$ cat config.mk
export PLATFORM = sky130hd
export DESIGN_NAME = edo_ctrl
export DESIGN_NICKNAME = d
export VERILOG_FILES = /design/src/rtl/edo_ctrl_pkg.sv /design/src/rtl/edo_ctrl_timer.sv /design/src/rtl/edo_ctrl_page.sv /design/src/rtl/edo_ctrl_rdcap.sv /design/src/rtl/edo_ctrl.sv
export SDC_FILE = /design/constraint.sdc
export NUM_CORES = 1
export LEC_CHECK = 0
export BUFFER_PORTS_ARGS = -buffer_cell sky130_fd_sc_hd__buf_2
export CAP_MARGIN = 20
export CELL_PAD_IN_SITES_DETAIL_PLACEMENT = 1
export CELL_PAD_IN_SITES_GLOBAL_PLACEMENT = 1
export CORE_AREA = 2 2 140 74
export DETAILED_ROUTE_END_ITERATION = 10
export DIE_AREA = 0 0 142 76
export HOLD_SLACK_MARGIN = 0.15
export MAX_ROUTING_LAYER = met4
export PLACE_DENSITY = 0.8
export SYNTH_ARGS = -nofsm -noshare
export SYNTH_HDL_FRONTEND = slang
export SYNTH_SLANG_ARGS = --single-unit
$ cat constraint.sdc
create_clock -name clk -period 1.7 [get_ports clk]
set_input_delay 0.34 -clock clk [delete_from_list [all_inputs] [get_ports clk]]
set_output_delay 0.34 -clock clk [all_outputs]
set_load 0.01 [all_outputs]
$ cat src/rtl/edo_ctrl_pkg.sv
package edo_ctrl_pkg;

    typedef enum logic [2:0] {
        ST_PRECHARGE,
        ST_IDLE,
        ST_ROW,
        ST_SETUP,
        ST_STROBE,
        ST_HOLD,
        ST_OPEN
    } ctrl_state_t;

    function automatic int max_of2(input int a, input int b);
        return (a > b) ? a : b;
    endfunction

endpackage

$ cat src/rtl/edo_ctrl_timer.sv
module edo_ctrl_timer #(
    parameter int CNT_W   = 2,
    parameter int RST_VAL = 0
) (
    input  logic             clk,
    input  logic             rst_n,
    input  logic             load,
    input  logic [CNT_W-1:0] load_val,
    output logic             expired
);
    logic [CNT_W-1:0] cnt;

    always_ff @(posedge clk) begin
        if (!rst_n) begin
            cnt <= CNT_W'(RST_VAL);
        end else if (load) begin
            cnt <= load_val;
        end else if (cnt != '0) begin
            cnt <= cnt - 1'b1;
        end
    end

    assign expired = (cnt == '0);
endmodule

$ cat src/rtl/edo_ctrl_page.sv
module edo_ctrl_page #(
    parameter int ROW_W = 9
) (
    input  logic             clk,
    input  logic             rst_n,
    input  logic             open_set,
    input  logic             close,
    input  logic [ROW_W-1:0] row_in,
    input  logic [ROW_W-1:0] cmp_row,
    output logic             hit
);
    logic [ROW_W-1:0] open_row;
    logic             open_vld;

    always_ff @(posedge clk) begin
        if (!rst_n) begin
            open_vld <= 1'b0;
            open_row <= '0;
        end else if (close) begin
            open_vld <= 1'b0;
        end else if (open_set) begin
            open_vld <= 1'b1;
            open_row <= row_in;
        end
    end

    assign hit = open_vld && (open_row == cmp_row);
endmodule

$ cat src/rtl/edo_ctrl_rdcap.sv
module edo_ctrl_rdcap #(
    parameter int DATA_W = 16
) (
    input  logic              clk,
    input  logic              rst_n,
    input  logic              capture,
    input  logic [1:0]        lane_en,
    input  logic [DATA_W-1:0] dq_in,
    output logic              rsp_valid,
    output logic [DATA_W-1:0] rsp_data
);
    localparam int LANE_W = DATA_W / 2;

    logic [DATA_W-1:0] masked;

    for (genvar g = 0; g < 2; g++) begin : g_lane
        assign masked[g*LANE_W +: LANE_W] =
            lane_en[g] ? dq_in[g*LANE_W +: LANE_W] : '0;
    end

    always_ff @(posedge clk) begin
        if (!rst_n) begin
            rsp_valid <= 1'b0;
            rsp_data  <= '0;
        end else begin
            rsp_valid <= capture;
            if (capture) begin
                rsp_data <= masked;
            end
        end
    end

    assert_rsp_pulse_R5: assert property (@(posedge clk) disable iff (!rst_n)
        rsp_valid |=> !rsp_valid);
endmodule

$ cat src/rtl/edo_ctrl.sv
module edo_ctrl
    import edo_ctrl_pkg::*;
#(
    parameter int ROW_W  = 9,
    parameter int COL_W  = 9,
    parameter int DATA_W = 16,
    parameter int T_RP   = 3,
    parameter int T_RCD  = 1,
    parameter int T_CAS  = 1,
    parameter int T_CP   = 1,
    localparam int ADDR_W = ROW_W + COL_W,
    localparam int MA_W   = (ROW_W > COL_W) ? ROW_W : COL_W
) (
    input  logic              clk,
    input  logic              rst_n,
    input  logic              req_valid,
    output logic              req_ready,
    input  logic              req_write,
    input  logic [ADDR_W-1:0] req_addr,
    input  logic [DATA_W-1:0] req_wdata,
    input  logic [1:0]        req_be,
    input  logic              refresh_req,
    output logic              rsp_valid,
    output logic [DATA_W-1:0] rsp_rdata,
    output logic [MA_W-1:0]   mem_addr,
    output logic              mem_ras_n,
    output logic              mem_lcas_n,
    output logic              mem_ucas_n,
    output logic              mem_we_n,
    output logic              mem_oe_n,
    output logic [DATA_W-1:0] mem_dq_out,
    input  logic [DATA_W-1:0] mem_dq_in,
    output logic              mem_dq_oe
);
    localparam int T_MAX = max_of2(max_of2(T_RP, T_RCD), max_of2(T_CAS, T_CP));
    localparam int CNT_W = (T_MAX > 1) ? $clog2(T_MAX) : 1;
    localparam logic [CNT_W-1:0] RP_LD  = CNT_W'(T_RP - 1);
    localparam logic [CNT_W-1:0] RCD_LD = CNT_W'(T_RCD - 1);
    localparam logic [CNT_W-1:0] CAS_LD = CNT_W'(T_CAS - 1);
    localparam logic [CNT_W-1:0] CP_LD  = CNT_W'(T_CP - 1);

    ctrl_state_t state, state_nx;

    logic              accept;
    logic              tmr_load, tmr_done;
    logic [CNT_W-1:0]  tmr_val;
    logic              page_set, page_close, page_hit;
    logic              capture;
    logic              pend_set, pend_clr, pending;
    logic [ROW_W-1:0]  page_row_in;

    logic              cur_write;
    logic [ROW_W-1:0]  cur_row;
    logic [COL_W-1:0]  cur_col;
    logic [DATA_W-1:0] cur_wdata;
    logic [1:0]        cur_be;

    logic [ROW_W-1:0]  req_row;
    logic [COL_W-1:0]  req_col;

    assign req_row = req_addr[ADDR_W-1:COL_W];
    assign req_col = req_addr[COL_W-1:0];

    assign req_ready = ((state == ST_IDLE) || (state == ST_OPEN)) && !refresh_req;
    assign accept    = req_valid && req_ready;

    edo_ctrl_timer #(.CNT_W(CNT_W), .RST_VAL(T_RP - 1)) u_timer (
        .clk      (clk),
        .rst_n    (rst_n),
        .load     (tmr_load),
        .load_val (tmr_val),
        .expired  (tmr_done)
    );

    assign page_row_in = (state == ST_IDLE) ? req_row : cur_row;

    edo_ctrl_page #(.ROW_W(ROW_W)) u_page (
        .clk      (clk),
        .rst_n    (rst_n),
        .open_set (page_set),
        .close    (page_close),
        .row_in   (page_row_in),
        .cmp_row  (req_row),
        .hit      (page_hit)
    );

    edo_ctrl_rdcap #(.DATA_W(DATA_W)) u_rdcap (
        .clk       (clk),
        .rst_n     (rst_n),
        .capture   (capture),
        .lane_en   (cur_be),
        .dq_in     (mem_dq_in),
        .rsp_valid (rsp_valid),
        .rsp_data  (rsp_rdata)
    );

    // State register
    always_ff @(posedge clk) begin
        if (!rst_n) begin
            state <= ST_PRECHARGE;
        end else begin
            state <= state_nx;
        end
    end

    // Request latch and pending-miss flag
    always_ff @(posedge clk) begin
        if (!rst_n) begin
            cur_write <= 1'b0;
            cur_row   <= '0;
            cur_col   <= '0;
            cur_wdata <= '0;
            cur_be    <= '0;
            pending   <= 1'b0;
        end else begin
            if (accept) begin
                cur_write <= req_write;
                cur_row   <= req_row;
                cur_col   <= req_col;
                cur_wdata <= req_wdata;
                cur_be    <= req_be;
            end
            if (pend_set) begin
                pending <= 1'b1;
            end else if (pend_clr) begin
                pending <= 1'b0;
            end
        end
    end

    // Next state and control strobes
    always_comb begin
        state_nx   = state;
        tmr_load   = 1'b0;
        tmr_val    = '0;
        page_set   = 1'b0;
        page_close = 1'b0;
        capture    = 1'b0;
        pend_set   = 1'b0;
        pend_clr   = 1'b0;
        unique case (state)
            ST_PRECHARGE: begin
                if (tmr_done) begin
                    if (pending) begin
                        state_nx = ST_ROW;
                        tmr_load = 1'b1;
                        tmr_val  = RCD_LD;
                        page_set = 1'b1;
                        pend_clr = 1'b1;
                    end else begin
                        state_nx = ST_IDLE;
                    end
                end
            end
            ST_IDLE: begin
                if (accept) begin
                    state_nx = ST_ROW;
                    tmr_load = 1'b1;
                    tmr_val  = RCD_LD;
                    page_set = 1'b1;
                end
            end
            ST_ROW: begin
                if (tmr_done) begin
                    state_nx = ST_SETUP;
                end
            end
            ST_SETUP: begin
                state_nx = ST_STROBE;
                tmr_load = 1'b1;
                tmr_val  = CAS_LD;
            end
            ST_STROBE: begin
                if (tmr_done) begin
                    state_nx = ST_HOLD;
                    tmr_load = 1'b1;
                    tmr_val  = CP_LD;
                end
            end
            ST_HOLD: begin
                if (tmr_done) begin
                    state_nx = ST_OPEN;
                    capture  = !cur_write;
                end
            end
            ST_OPEN: begin
                if (refresh_req) begin
                    state_nx   = ST_PRECHARGE;
                    tmr_load   = 1'b1;
                    tmr_val    = RP_LD;
                    page_close = 1'b1;
                end else if (accept) begin
                    if (page_hit) begin
                        state_nx = ST_SETUP;
                    end else begin
                        state_nx   = ST_PRECHARGE;
                        tmr_load   = 1'b1;
                        tmr_val    = RP_LD;
                        page_close = 1'b1;
                        pend_set   = 1'b1;
                    end
                end
            end
            default: begin
                state_nx = ST_PRECHARGE;
            end
        endcase
    end

    // Memory-side outputs
    always_comb begin
        mem_ras_n  = 1'b1;
        mem_lcas_n = 1'b1;
        mem_ucas_n = 1'b1;
        mem_we_n   = 1'b1;
        mem_oe_n   = 1'b1;
        mem_dq_oe  = 1'b0;
        mem_addr   = '0;
        mem_dq_out = cur_wdata;
        unique case (state)
            ST_PRECHARGE, ST_IDLE: begin
                mem_addr = '0;
            end
            ST_ROW: begin
                mem_ras_n = 1'b0;
                mem_addr  = MA_W'(cur_row);
            end
            ST_SETUP: begin
                mem_ras_n = 1'b0;
                mem_addr  = MA_W'(cur_col);
                mem_we_n  = !cur_write;
                mem_dq_oe = cur_write;
                mem_oe_n  = cur_write;
            end
            ST_STROBE: begin
                mem_ras_n  = 1'b0;
                mem_addr   = MA_W'(cur_col);
                mem_lcas_n = !cur_be[0];
                mem_ucas_n = !cur_be[1];
                mem_we_n   = !cur_write;
                mem_dq_oe  = cur_write;
                mem_oe_n   = cur_write;
            end
            ST_HOLD: begin
                mem_ras_n = 1'b0;
                mem_addr  = MA_W'(cur_col);
                mem_oe_n  = cur_write;
            end
            ST_OPEN: begin
                mem_ras_n = 1'b0;
                mem_addr  = MA_W'(cur_col);
            end
            default: begin
                mem_ras_n = 1'b1;
            end
        endcase
    end

    // Checker state: consecutive cycles with the row strobe high
    logic [CNT_W:0] ras_hi_cnt;
    always_ff @(posedge clk) begin
        if (!rst_n) begin
            ras_hi_cnt <= '0;
        end else if (!mem_ras_n) begin
            ras_hi_cnt <= '0;
        end else if (ras_hi_cnt < (CNT_W+1)'(T_RP)) begin
            ras_hi_cnt <= ras_hi_cnt + 1'b1;
        end
    end

    assert_standby_bus_R1: assert property (@(posedge clk) disable iff (!rst_n)
        mem_ras_n |-> (!mem_dq_oe && mem_lcas_n && mem_ucas_n));

    assert_precharge_R7: assert property (@(posedge clk) disable iff (!rst_n)
        $fell(mem_ras_n) |-> (ras_hi_cnt >= (CNT_W+1)'(T_RP)));

    assert_cas_in_row_R9: assert property (@(posedge clk) disable iff (!rst_n)
        (!mem_lcas_n || !mem_ucas_n) |-> !mem_ras_n);

    assert_we_setup_R4: assert property (@(posedge clk) disable iff (!rst_n)
        ((!mem_lcas_n || !mem_ucas_n) && $past(mem_lcas_n && mem_ucas_n) && !mem_we_n)
        |-> $past(!mem_we_n && mem_dq_oe));

    assert_oe_read_R5: assert property (@(posedge clk) disable iff (!rst_n)
        !mem_oe_n |-> mem_we_n);

    assert_refresh_close_R8: assert property (@(posedge clk) disable iff (!rst_n)
        (refresh_req && state == ST_OPEN) |=> mem_ras_n);

    assert_ready_quiet_R10: assert property (@(posedge clk) disable iff (!rst_n)
        req_ready |-> (mem_lcas_n && mem_ucas_n && !mem_dq_oe));

    assert_hit_keeps_row_R6: assert property (@(posedge clk) disable iff (!rst_n)
        (state == ST_OPEN && accept && page_hit) |=> !mem_ras_n);
endmodule

==> metrics, run 1 <==
status finished, violations left; Hold Vio Cnt, Final 0; Placed Instances 595; met2 wire len 4.51 mm; row count 26; drt drc 0; htree depth 3; Die Ht 76 um; post-synthesis sequential area ratio 0.470; CP Max Fanout 6; Worst Skew 0.00372 ns; fmax 499 MHz; Tightest Pin Transition 0.434 ns; Synth Register Bits 70; Tcrit/Tclk final 1.18; Critical Path RT 1.36 ns; largest net degree at the start of global routing 41; core area 9730 sq um; Synth Warn # 0; vias in the first global route 3,084; pwr dens 1230 nW/um^2; # hold bufs at CTS 0; Avg WL per Cell 16.1 um; fraction of layout cells with a size suffix above 1 0.398; syn_area_per_cell 8.44 sq um; aggregate routed wire length 9.88 mm; total power 0.00534 W; RSZ-0062 raised after global routing yes; element type at the critical path end output pin; leakage dissipation 1.86 nW; crit path from state[1]; top layer in use met4; DRT antenna net count 0; DP HPWL 7.21 mm; first-pass GRT wire length 15.7 mm; Die Area 10,800 sq um; Port Buffers 105; post-synthesis cell count 353; vias post-DR 2,996; via/cell ratio 4.88; mux cell area share after synthesis 0.0302; failing checks negative setup slack; Iter 0 DRT Violations 131; max cap viols 0; CTS sink cnt 70; capturing point of the worst reg2reg path mem_dq_out[0]; area occupied by multi-input gates 1570 sq um; IO Count 106; reg2reg setup slack -0.08 ns; CTS Root Cell clkbuf_16; clock tree buffer depth 2; met1 WL 4.63 mm; gpl congestion 0.930; Synth Area in XOR/XNOR 0.0323; Synth Area in Compound Gates 0.206; nets 542; Worst-Skew Late Latency 0.32 ns; Final Slew Violations 0; Post-Synth Adder-Cell Area 0.00840; largest family of logic cells by synthesized area compound AO/OA/AOI/OAI gates; setup ws final -0.305 ns; Max-slew headroom 0.710; net count after synthesis 412; Num CTS Buffers 9; Synth Cell Area 2980 sq um; CP arrival 1.67 ns; worst vdd ir 0.000572 V; Register Area 1410 sq um; Starting Density 0.306; Hold Crit Class in2reg; RR Startpoint state[1]; non-filler cells, final 614; Reg2Reg Depth 8; CP startpoint kind flop; Final min period 2.01 ns; Die Width 142 um; Worst-path clk slew 0.05 ns; simple-gate share of the synthesized area 0.202; metal3 WL 640 um; GRT overflow 0; post-synthesis cell type count 42; Layout fillers 1,146; First-pass DRT Iterations 4; CTS tree yes; CP Class reg2out; initial antenna violation count 1; Tot GR Track Use 0.189; # setup viols final 56; critical path capture point mem_addr[0]; synthesis-to-layout area growth 46.1%
cell usage in the layout, fill, tap and decap left out, types with 6 or more instances in the layout:
master     count
clkbuf_16      9
nand2_1       84
buf_2        105
a22o_1        25
mux2i_1        9
dfxtp_2        6
a211oi_1       9
dfxtp_1       63
nor2_1        19
buf_4         32
a21oi_1       43
area by class of cell:
| type | instances | area share |
|---|---|---|
| inverter | 6 | 0.00518 |
| timing repair buffer | 145 | 0.207 |
| clock buffer | 11 | 0.0558 |
| sequential | 70 | 0.325 |
| antenna | 1 | 0.000575 |
| tap | 126 | 0.0362 |
| multi-input combinational | 251 | 0.360 |
| clock inverter | 4 | 0.0109 |
critical path, cell delays in order (launching register included):
cell     delay, ns
dfxtp_2       0.34
buf_12        0.12
xor2_1        0.13
a21o_1        0.24
buf_12        0.16
a22o_1        0.21
buf_2         0.14
registers in the layout, summed over array words and instances (netlist names), 2 cells and up:
name              count
cur_be                2
state                 3
u_rdcap.rsp_data     16
cur_col               9
mem_dq_out           16
u_page.open_row       9
u_timer.cnt           2
cur_row               9
worst min path at each step:
stage / endpoint / startpoint / depth (start not counted)
after floorplan: cur_col[0] / cur_col[0] / 2
after global placement: mem_dq_out[3] / mem_dq_out[3] / 2
after detailed placement: mem_dq_out[2] / mem_dq_out[2] / 2
after CTS: u_rdcap.rsp_data[7] / mem_dq_in[7] / 2
after global routing: u_rdcap.rsp_data[7] / mem_dq_in[7] / 2
final: u_rdcap.rsp_data[7] / mem_dq_in[7] / 2
report_power, final:
part	total, W	switching [W]	internal (W)	leakage [nW]
logic	0.00162	0.000846	0.000773	1.14
clock network	0.00182	0.000662	0.00116	0.141
registers	0.00190	0.000111	0.00179	0.570
metrics by stage:
stage          setup TNS (ns)  cell area [sq um]   util  worst slack (ns)  hold slack, ns
2_1_floorplan               0               2980      -            0.0343           0.436
3_3_place_gp            -1.45               3880  0.399           -0.0744           0.439
3_5_place_dp            -4.63               3880  0.399            -0.229           0.449
4_1_cts                 -5.61               4270  0.439            -0.308           0.212
5_1_grt                -11.33               4350  0.447            -0.367           0.210
6_report                -6.17               4350  0.447            -0.305           0.227
synthesized netlist by cell type (all sizes together):
library cell | number | area, sq um
o22ai | 2 | 12.5
or2 | 1 | 6.26
or3 | 1 | 6.26
a22o | 25 | 219
o21bai | 2 | 15.0
ha | 2 | 25.0
nor2b | 2 | 12.5
xor2 | 2 | 17.5
nand3 | 3 | 15.0
nand4bb | 1 | 11.3
a221oi | 1 | 8.76
nand3b | 1 | 7.51
mux2i | 9 | 90.1
and2 | 2 | 12.5
nor3 | 5 | 25.0
or4 | 1 | 7.51
or2b | 1 | 8.76
a21o | 1 | 7.51
and2b | 1 | 7.51
a2bb2oi | 1 | 8.76
nor4 | 2 | 12.5
xnor2 | 9 | 78.8
dfxtp | 70 | 1400
nand2 | 84 | 315
o31ai | 1 | 7.51
nand2b | 3 | 18.8
o2bb2ai | 1 | 8.76
clkbuf | 8 | 30.0
a211oi | 9 | 67.6
buf | 18 | 98.9
o21ai | 7 | 38.8
nor3b | 3 | 27.5
inv | 6 | 22.5
nand4 | 2 | 18.8
and3b | 1 | 8.76
nor2 | 21 | 78.8
a21oi | 44 | 220
what timing repair did:
action                                 in CTS  in global routing
buffers inserted                            2                  1
setup endpoints to repair                  57                 83
resized for setup                          27                 13
endpoints found under the hold margin       0                  0
pin swaps                                  10                  5
logic make-up (layout without fill, tap and decap cells):
kind of cell / after synthesis / in the layout
multiplexers: 9 / 9
flip-flops: 70 / 70
AO/OA/AOI/OAI: 94 / 94
XOR/XNOR: 11 / 11
buffers and inverters: 32 / 166
AND/OR/NAND/NOR: 135 / 135
other: 0 / 1
adder cells (fa/ha/maj): 2 / 2
routing by layer:
layer  GRT usage  vias up
met1       0.244     1407
met4      0.0390        0
met5           -        -
met2       0.291       97
met3      0.0629       15
li1            -     1477
Note: power is estimated with default switching activity, not from simulation.
==> run 2, diff against run 1 <==
Settings changed: CORE_AREA 2 2 140 74 to 2 2 100 102, DIE_AREA 0 0 142 76 to 0 0 102 104, SKIP_LAST_GASP set to 1.
==> run 2 against run 1 <==
Die area fell by 1.7%; critical endpoint is now mem_addr[1]; flip-flop and latch count did not move; the run still ends with negative setup slack left; largest power group is now combinational cells; final cell count increased by 4.6%; non-clock buffer count up 20; critical path depth decreased by 1; via count increased by 6.3%; sequential share of layout area down 2.1 points.
==> metrics, run 2 (synthesized netlist as in run 1, its figures left out) <==
Hold Vio Cnt, Final 0 (unchanged); commonest non-fill, non-tap cells in the layout buf_2, nand2_1, dfxtp_1, a21oi_1, buf_4; clock tree buffer depth 2 (unchanged); area occupied by multi-input gates 1700 sq um (+8.4%); DRT antenna net count 0 (unchanged); met1 WL 4.58 mm (-1.1%); nets 563 (+3.9%); Worst Skew 0.0127 ns (+0.00896 ns); htree depth 3 (unchanged); Worst-path clk slew 0.08 ns (+0.03 ns); Final min period 1.92 ns (-0.0827 ns); worst slack, placed -0.230 ns (-0.00130 ns); largest net degree at the start of global routing 42 (+2.4%); DP HPWL 6.52 mm (-9.4%); fraction of layout cells with a size suffix above 1 0.440 (+0.0417); Register Area 1410 sq um (unchanged); Die Width 102 um (-28%); status finished, violations left; Max-slew headroom 0.675 (-0.0355); leakage dissipation 1.99 nW (+7.0%); Hold Crit Class in2reg; CTS Root Cell clkbuf_8; total power 0.00555 W (+3.9%); CTS tree yes; crit path cell chain buf_4 -> xor2_2 -> a21o_4 -> a22o_1 -> buf_2; hold path start mem_dq_in[12]; Tightest Pin Transition 0.488 ns (+0.0533 ns); hold endpoint u_rdcap.rsp_data[12]; pwr dens 1190 nW/um^2 (-2.7%); reg2reg setup slack -0.11 ns (-0.03 ns); drt drc 0 (unchanged); metal3 WL 494 um (-23%); Ant. Diodes 0 (-1); aggregate routed wire length 11.2 mm (+13%); most common cell after layout, fill and taps aside buf_2; Die Area 10,600 sq um (-1.7%); via/cell ratio 4.96 (+1.6%); Tot GR Track Use 0.197 (+0.00742); CP Max Fanout 5 (-1); Worst-Skew Late Latency 0.36 ns (+0.04 ns); row count 36 (+38%); Iter 0 DRT Violations 151 (+15%); Final Slew Violations 0 (unchanged); CP Buf/Inv Count 2 (-1); Reg2Reg Depth 7 (-1); RR Startpoint state[0]; # setup viols final 56 (unchanged); Avg WL per Cell 17.4 um (+8.2%); Port Buffers 105 (unchanged); final core utilization 0.487 (+0.0391); CTS sink cnt 70 (unchanged); GRT overflow 0 (unchanged); max cap viols 0 (unchanged); top layer in use met4; initial antenna violation count 0 (-1); capturing point of the worst reg2reg path cur_row[5]; Tcrit/Tclk final 1.13 (-0.0487); First-pass DRT Iterations 4 (unchanged); fmax 520 MHz (+4.3%); WHS 0.193 ns (-0.0340 ns); CP delay by family, top compound AO/OA/AOI/OAI gates; CP startpoint kind flop; maximum single-stage delay on the critical path 0.35 ns (about the same); CP arrival 1.58 ns (-0.09 ns); Die Ht 104 um (+37%); worst vdd ir 0.000442 V (-23%); synthesis-to-layout area growth 55.9%; vias in the first global route 3,192 (+3.5%); first-pass GRT wire length 15.9 mm (+1.1%); CP Class reg2out; Num CTS Buffers 9 (unchanged); vias post-DR 3,184 (+6.3%); # hold bufs at CTS 0 (unchanged); element type at the critical path end output pin; core area 9550 sq um (-1.8%); met2 wire len 5.83 mm (+29%); CP max stage cell dfxtp_2; Starting Density 0.312 (+0.00570); Layout fillers 1,131 (-1.3%); RSZ-0062 raised after global routing yes; WHS Path Cells 2 (unchanged); IO Count 106 (unchanged); Critical Path RT 1.36 ns (about the same); gpl congestion 0.887 (-4.7%); failing checks negative setup slack; setup ws final -0.223 ns (+0.0827 ns)
-- run 2: cell types whose count changed in the layout (fill, tap and decap cells not counted), moves of 5 or more --
cell	delta
a211oi_2	+5
a211oi_1	-5
buf_6	+9
buf_4	+12
clkbuf_8	+9
clkbuf_16	-8
-- run 2: final cells by class --
| type | count | area share |
|---|---|---|
| multi-input combinational | 252 | 0.365 |
| clock buffer | 11 | 0.0304 |
| inverter | 6 | 0.00485 |
| timing repair buffer | 165 | 0.242 |
| sequential | 70 | 0.304 |
| tap | 133 | 0.0358 |
| clock inverter | 5 | 0.0175 |
-- run 2: routing by layer --
layer / vias up / global-route usage
met5: - / -
met4: 0 / 0.0762
met3: 24 / 0.0349
met2: 99 / 0.340
met1: 1546 / 0.222
li1: 1515 / -
-- run 2: worst max path at each step --
stage                   start                    to  slack (ns)  depth (start not counted)
6_report             state[1]           mem_addr[1]       -0.22                          5
5_1_grt              state[1]           mem_addr[0]       -0.28                          5
4_1_cts              state[0]           mem_addr[6]       -0.20                          5
3_5_place_dp         state[2]            cur_row[5]       -0.23                          7
3_3_place_gp   u_timer.cnt[0]  u_rdcap.rsp_data[11]       -0.08                          6
2_1_floorplan        state[2]             mem_dq_oe        0.03                          5
-- run 2: worst reg2reg max path: stages (launching register included) --
cell,delay (ns)
dfxtp_4,0.38
buf_4,0.22
and3b_2,0.27
buf_4,0.15
o21ai_4,0.22
buf_12,0.20
nand2_1,0.09
a21oi_1,0.20
-- run 2: what timing repair did --
action,CTS,global route
cloned,3,2
endpoints found under the setup margin,80,79
pin swaps,10,16
resized for setup,37,46
setup buffers,11,15
-- run 2: power by group --
group / switching (W) / total, W / internal (W) / leakage (nW)
Sequential: 0.000113 / 0.00190 / 0.00179 / 0.569
Clock: 0.000671 / 0.00154 / 0.000870 / 0.110
Combinational: 0.00107 / 0.00211 / 0.00104 / 1.31
-- run 2: metrics by stage --
step	setup TNS (ns)	area, sq um	instances
3_3_place_gp	-3.38	3790	595
2_1_floorplan	0	2980	353
3_5_place_dp	-7.67	3790	595
6_report	-3.95	4650	642
5_1_grt	-8.65	4650	642
4_1_cts	-2.50	4280	625
==> run 3, diff against run 2 <==
Settings changed: SKIP_CTS_REPAIR_TIMING set to 1.
==> run 3 against run 2 <==
The flow still finishes with violations (negative setup slack); die area is the same; critical path type unchanged; worst hold slack improved by 0.0036 ns; core utilization fell by 1.5 points; routed wire length is 1.1% lower; worst setup slack got worse by 0.038 ns.
==> metrics, run 3 (synthesized netlist as in run 1, its figures left out) <==
Final min period 1.96 ns (+0.0382 ns); CP Class reg2out; Placed Area 3790 sq um (unchanged); Num CTS Buffers 9 (unchanged); Tcrit/Tclk final 1.15 (+0.0225); Starting Density 0.312 (unchanged); first-pass GRT wire length 14.8 mm (-7.1%); Tot GR Track Use 0.180 (-0.0166); First-pass DRT Iterations 4 (unchanged); max cap viols 0 (unchanged); aggregate routed wire length 11.1 mm (-1.1%); pwr dens 1170 nW/um^2 (-2.0%); Final Slew Violations 0 (unchanged); vias in the first global route 3,059 (-4.2%); Iter 0 DRT Violations 114 (-25%); CTS tree yes; GRT overflow 0 (unchanged); Layout fillers 1,166 (+3.1%); synthesis-to-layout area growth 51.1%; Hold Crit Class in2reg; nets 554 (-1.6%); Worst-path clk slew 0.08 ns (about the same); CP Buf/Inv Count 2 (unchanged); setup ws final -0.261 ns (-0.0382 ns); Die Area 10,600 sq um (unchanged); crit path from state[1]; Worst-Skew Late Latency 0.35 ns (about the same); final instance area 4500 sq um (-3.1%); most common cell after layout, fill and taps aside buf_2; WHS 0.197 ns (+0.00365 ns); failing checks negative setup slack; CP arrival 1.62 ns (+0.04 ns); Avg WL per Cell 17.5 um (+0.32%); vias post-DR 3,116 (-2.1%); fmax 510 MHz (-2.0%); CTS Root Cell clkbuf_8; hold endpoint u_rdcap.rsp_data[12]; capturing point of the worst reg2reg path cur_row[5]; Ant. Diodes 0 (unchanged); Critical Path RT 1.36 ns (about the same); gpl congestion 0.887 (unchanged); RR Startpoint state[2]; status finished, violations left; leakage dissipation 1.95 nW (-1.9%); worst vdd ir 0.000395 V (-11%); reg2reg setup slack -0.15 ns (-0.04 ns); row count 36 (unchanged); via/cell ratio 4.92 (-0.74%); Port Buffers 105 (unchanged); CTS sink cnt 70 (unchanged); largest net degree at the start of global routing 42 (unchanged); Reg2Reg Depth 10 (+3); Tightest Pin Transition 0.449 ns (-0.0390 ns); hold path start mem_dq_in[12]; # setup viols final 58 (+3.6%); Max-slew headroom 0.701 (+0.0260); CP max stage cell dfxtp_2; core area 9550 sq um (unchanged); Die Width 102 um (unchanged); Hold Vio Cnt, Final 0 (unchanged); area occupied by multi-input gates 1570 sq um (-7.4%); initial antenna violation count 0 (unchanged); commonest non-fill, non-tap cells in the layout buf_2, nand2_1, dfxtp_1, a21oi_1, buf_4; DRT antenna net count 0 (unchanged); crit path cell chain buf_4 -> xor2_2 -> a21o_4 -> a22o_1 -> buf_2; WHS Path Cells 2 (unchanged); CP delay by family, top compound AO/OA/AOI/OAI gates; final core utilization 0.471 (-0.0151); RSZ-0062 raised after global routing yes; clock tree buffer depth 2 (unchanged); element type at the critical path end output pin; CP Max Fanout 5 (unchanged); worst slack, placed -0.230 ns (unchanged); DP HPWL 6.52 mm (unchanged); Worst Skew 0.00970 ns (-0.00297 ns); Register Area 1410 sq um (-0.18%); Die Ht 104 um (unchanged); maximum single-stage delay on the critical path 0.34 ns (about the same); fraction of layout cells with a size suffix above 1 0.404 (-0.0361); IO Count 106 (unchanged); htree depth 3 (unchanged); drt drc 0 (unchanged); CP startpoint kind flop
==> run 3: cell count changes in the layout (fill, tap and decap cells not counted), moves of 2 or more <==
cell	change
buf_4	-13
and2_2	+2
a21oi_1	-2
dfxtp_2	-2
mux2i_4	-2
a211oi_1	+5
a21oi_2	+2
clkbuf_16	+5
dfxtp_1	+2
a211oi_2	-5
and2_4	-2
buf_2	+2
mux2i_1	+3
==> run 3: layer usage <==
metal	up-vias	wire (um)	GRT usage
li1	1500	-	-
met1	1511	4560	0.206
met2	89	5810	0.311
met3	16	511	0.0329
met4	0	176	0.0629
met5	-	0	-
==> run 3: cell type report <==
type,count,share of cell area
multi-input combinational,252,0.349
sequential,70,0.313
tap,133,0.0370
clock buffer,11,0.0314
timing repair buffer,156,0.246
inverter,6,0.00500
clock inverter,5,0.0181
==> run 3: where the power goes <==
group / switching (W) / internal, W / leakage [nW]
clock network: 0.000659 / 0.000870 / 0.110
logic: 0.000940 / 0.000896 / 1.27
registers: 0.000118 / 0.00179 / 0.568
==> run 3: worst max path at each step <==
stage	depth (start not counted)	slack [ns]	end
floorplan	5	0.03	mem_dq_oe
global placement	6	-0.08	u_rdcap.rsp_data[11]
detailed placement	7	-0.23	cur_row[5]
CTS	4	-0.49	mem_addr[6]
global route	5	-0.30	mem_addr[1]
finish	5	-0.26	mem_addr[2]
==> run 3: stage by stage <==
stage	power, W	std cells	TNS [ns]
floorplan	0.00270	353	0
global placement	0.00315	595	-3.38
detailed placement	0.00321	595	-7.67
CTS	0.00476	611	-15.69
global route	0.00554	633	-12.33
finish	0.00527	633	-7.39
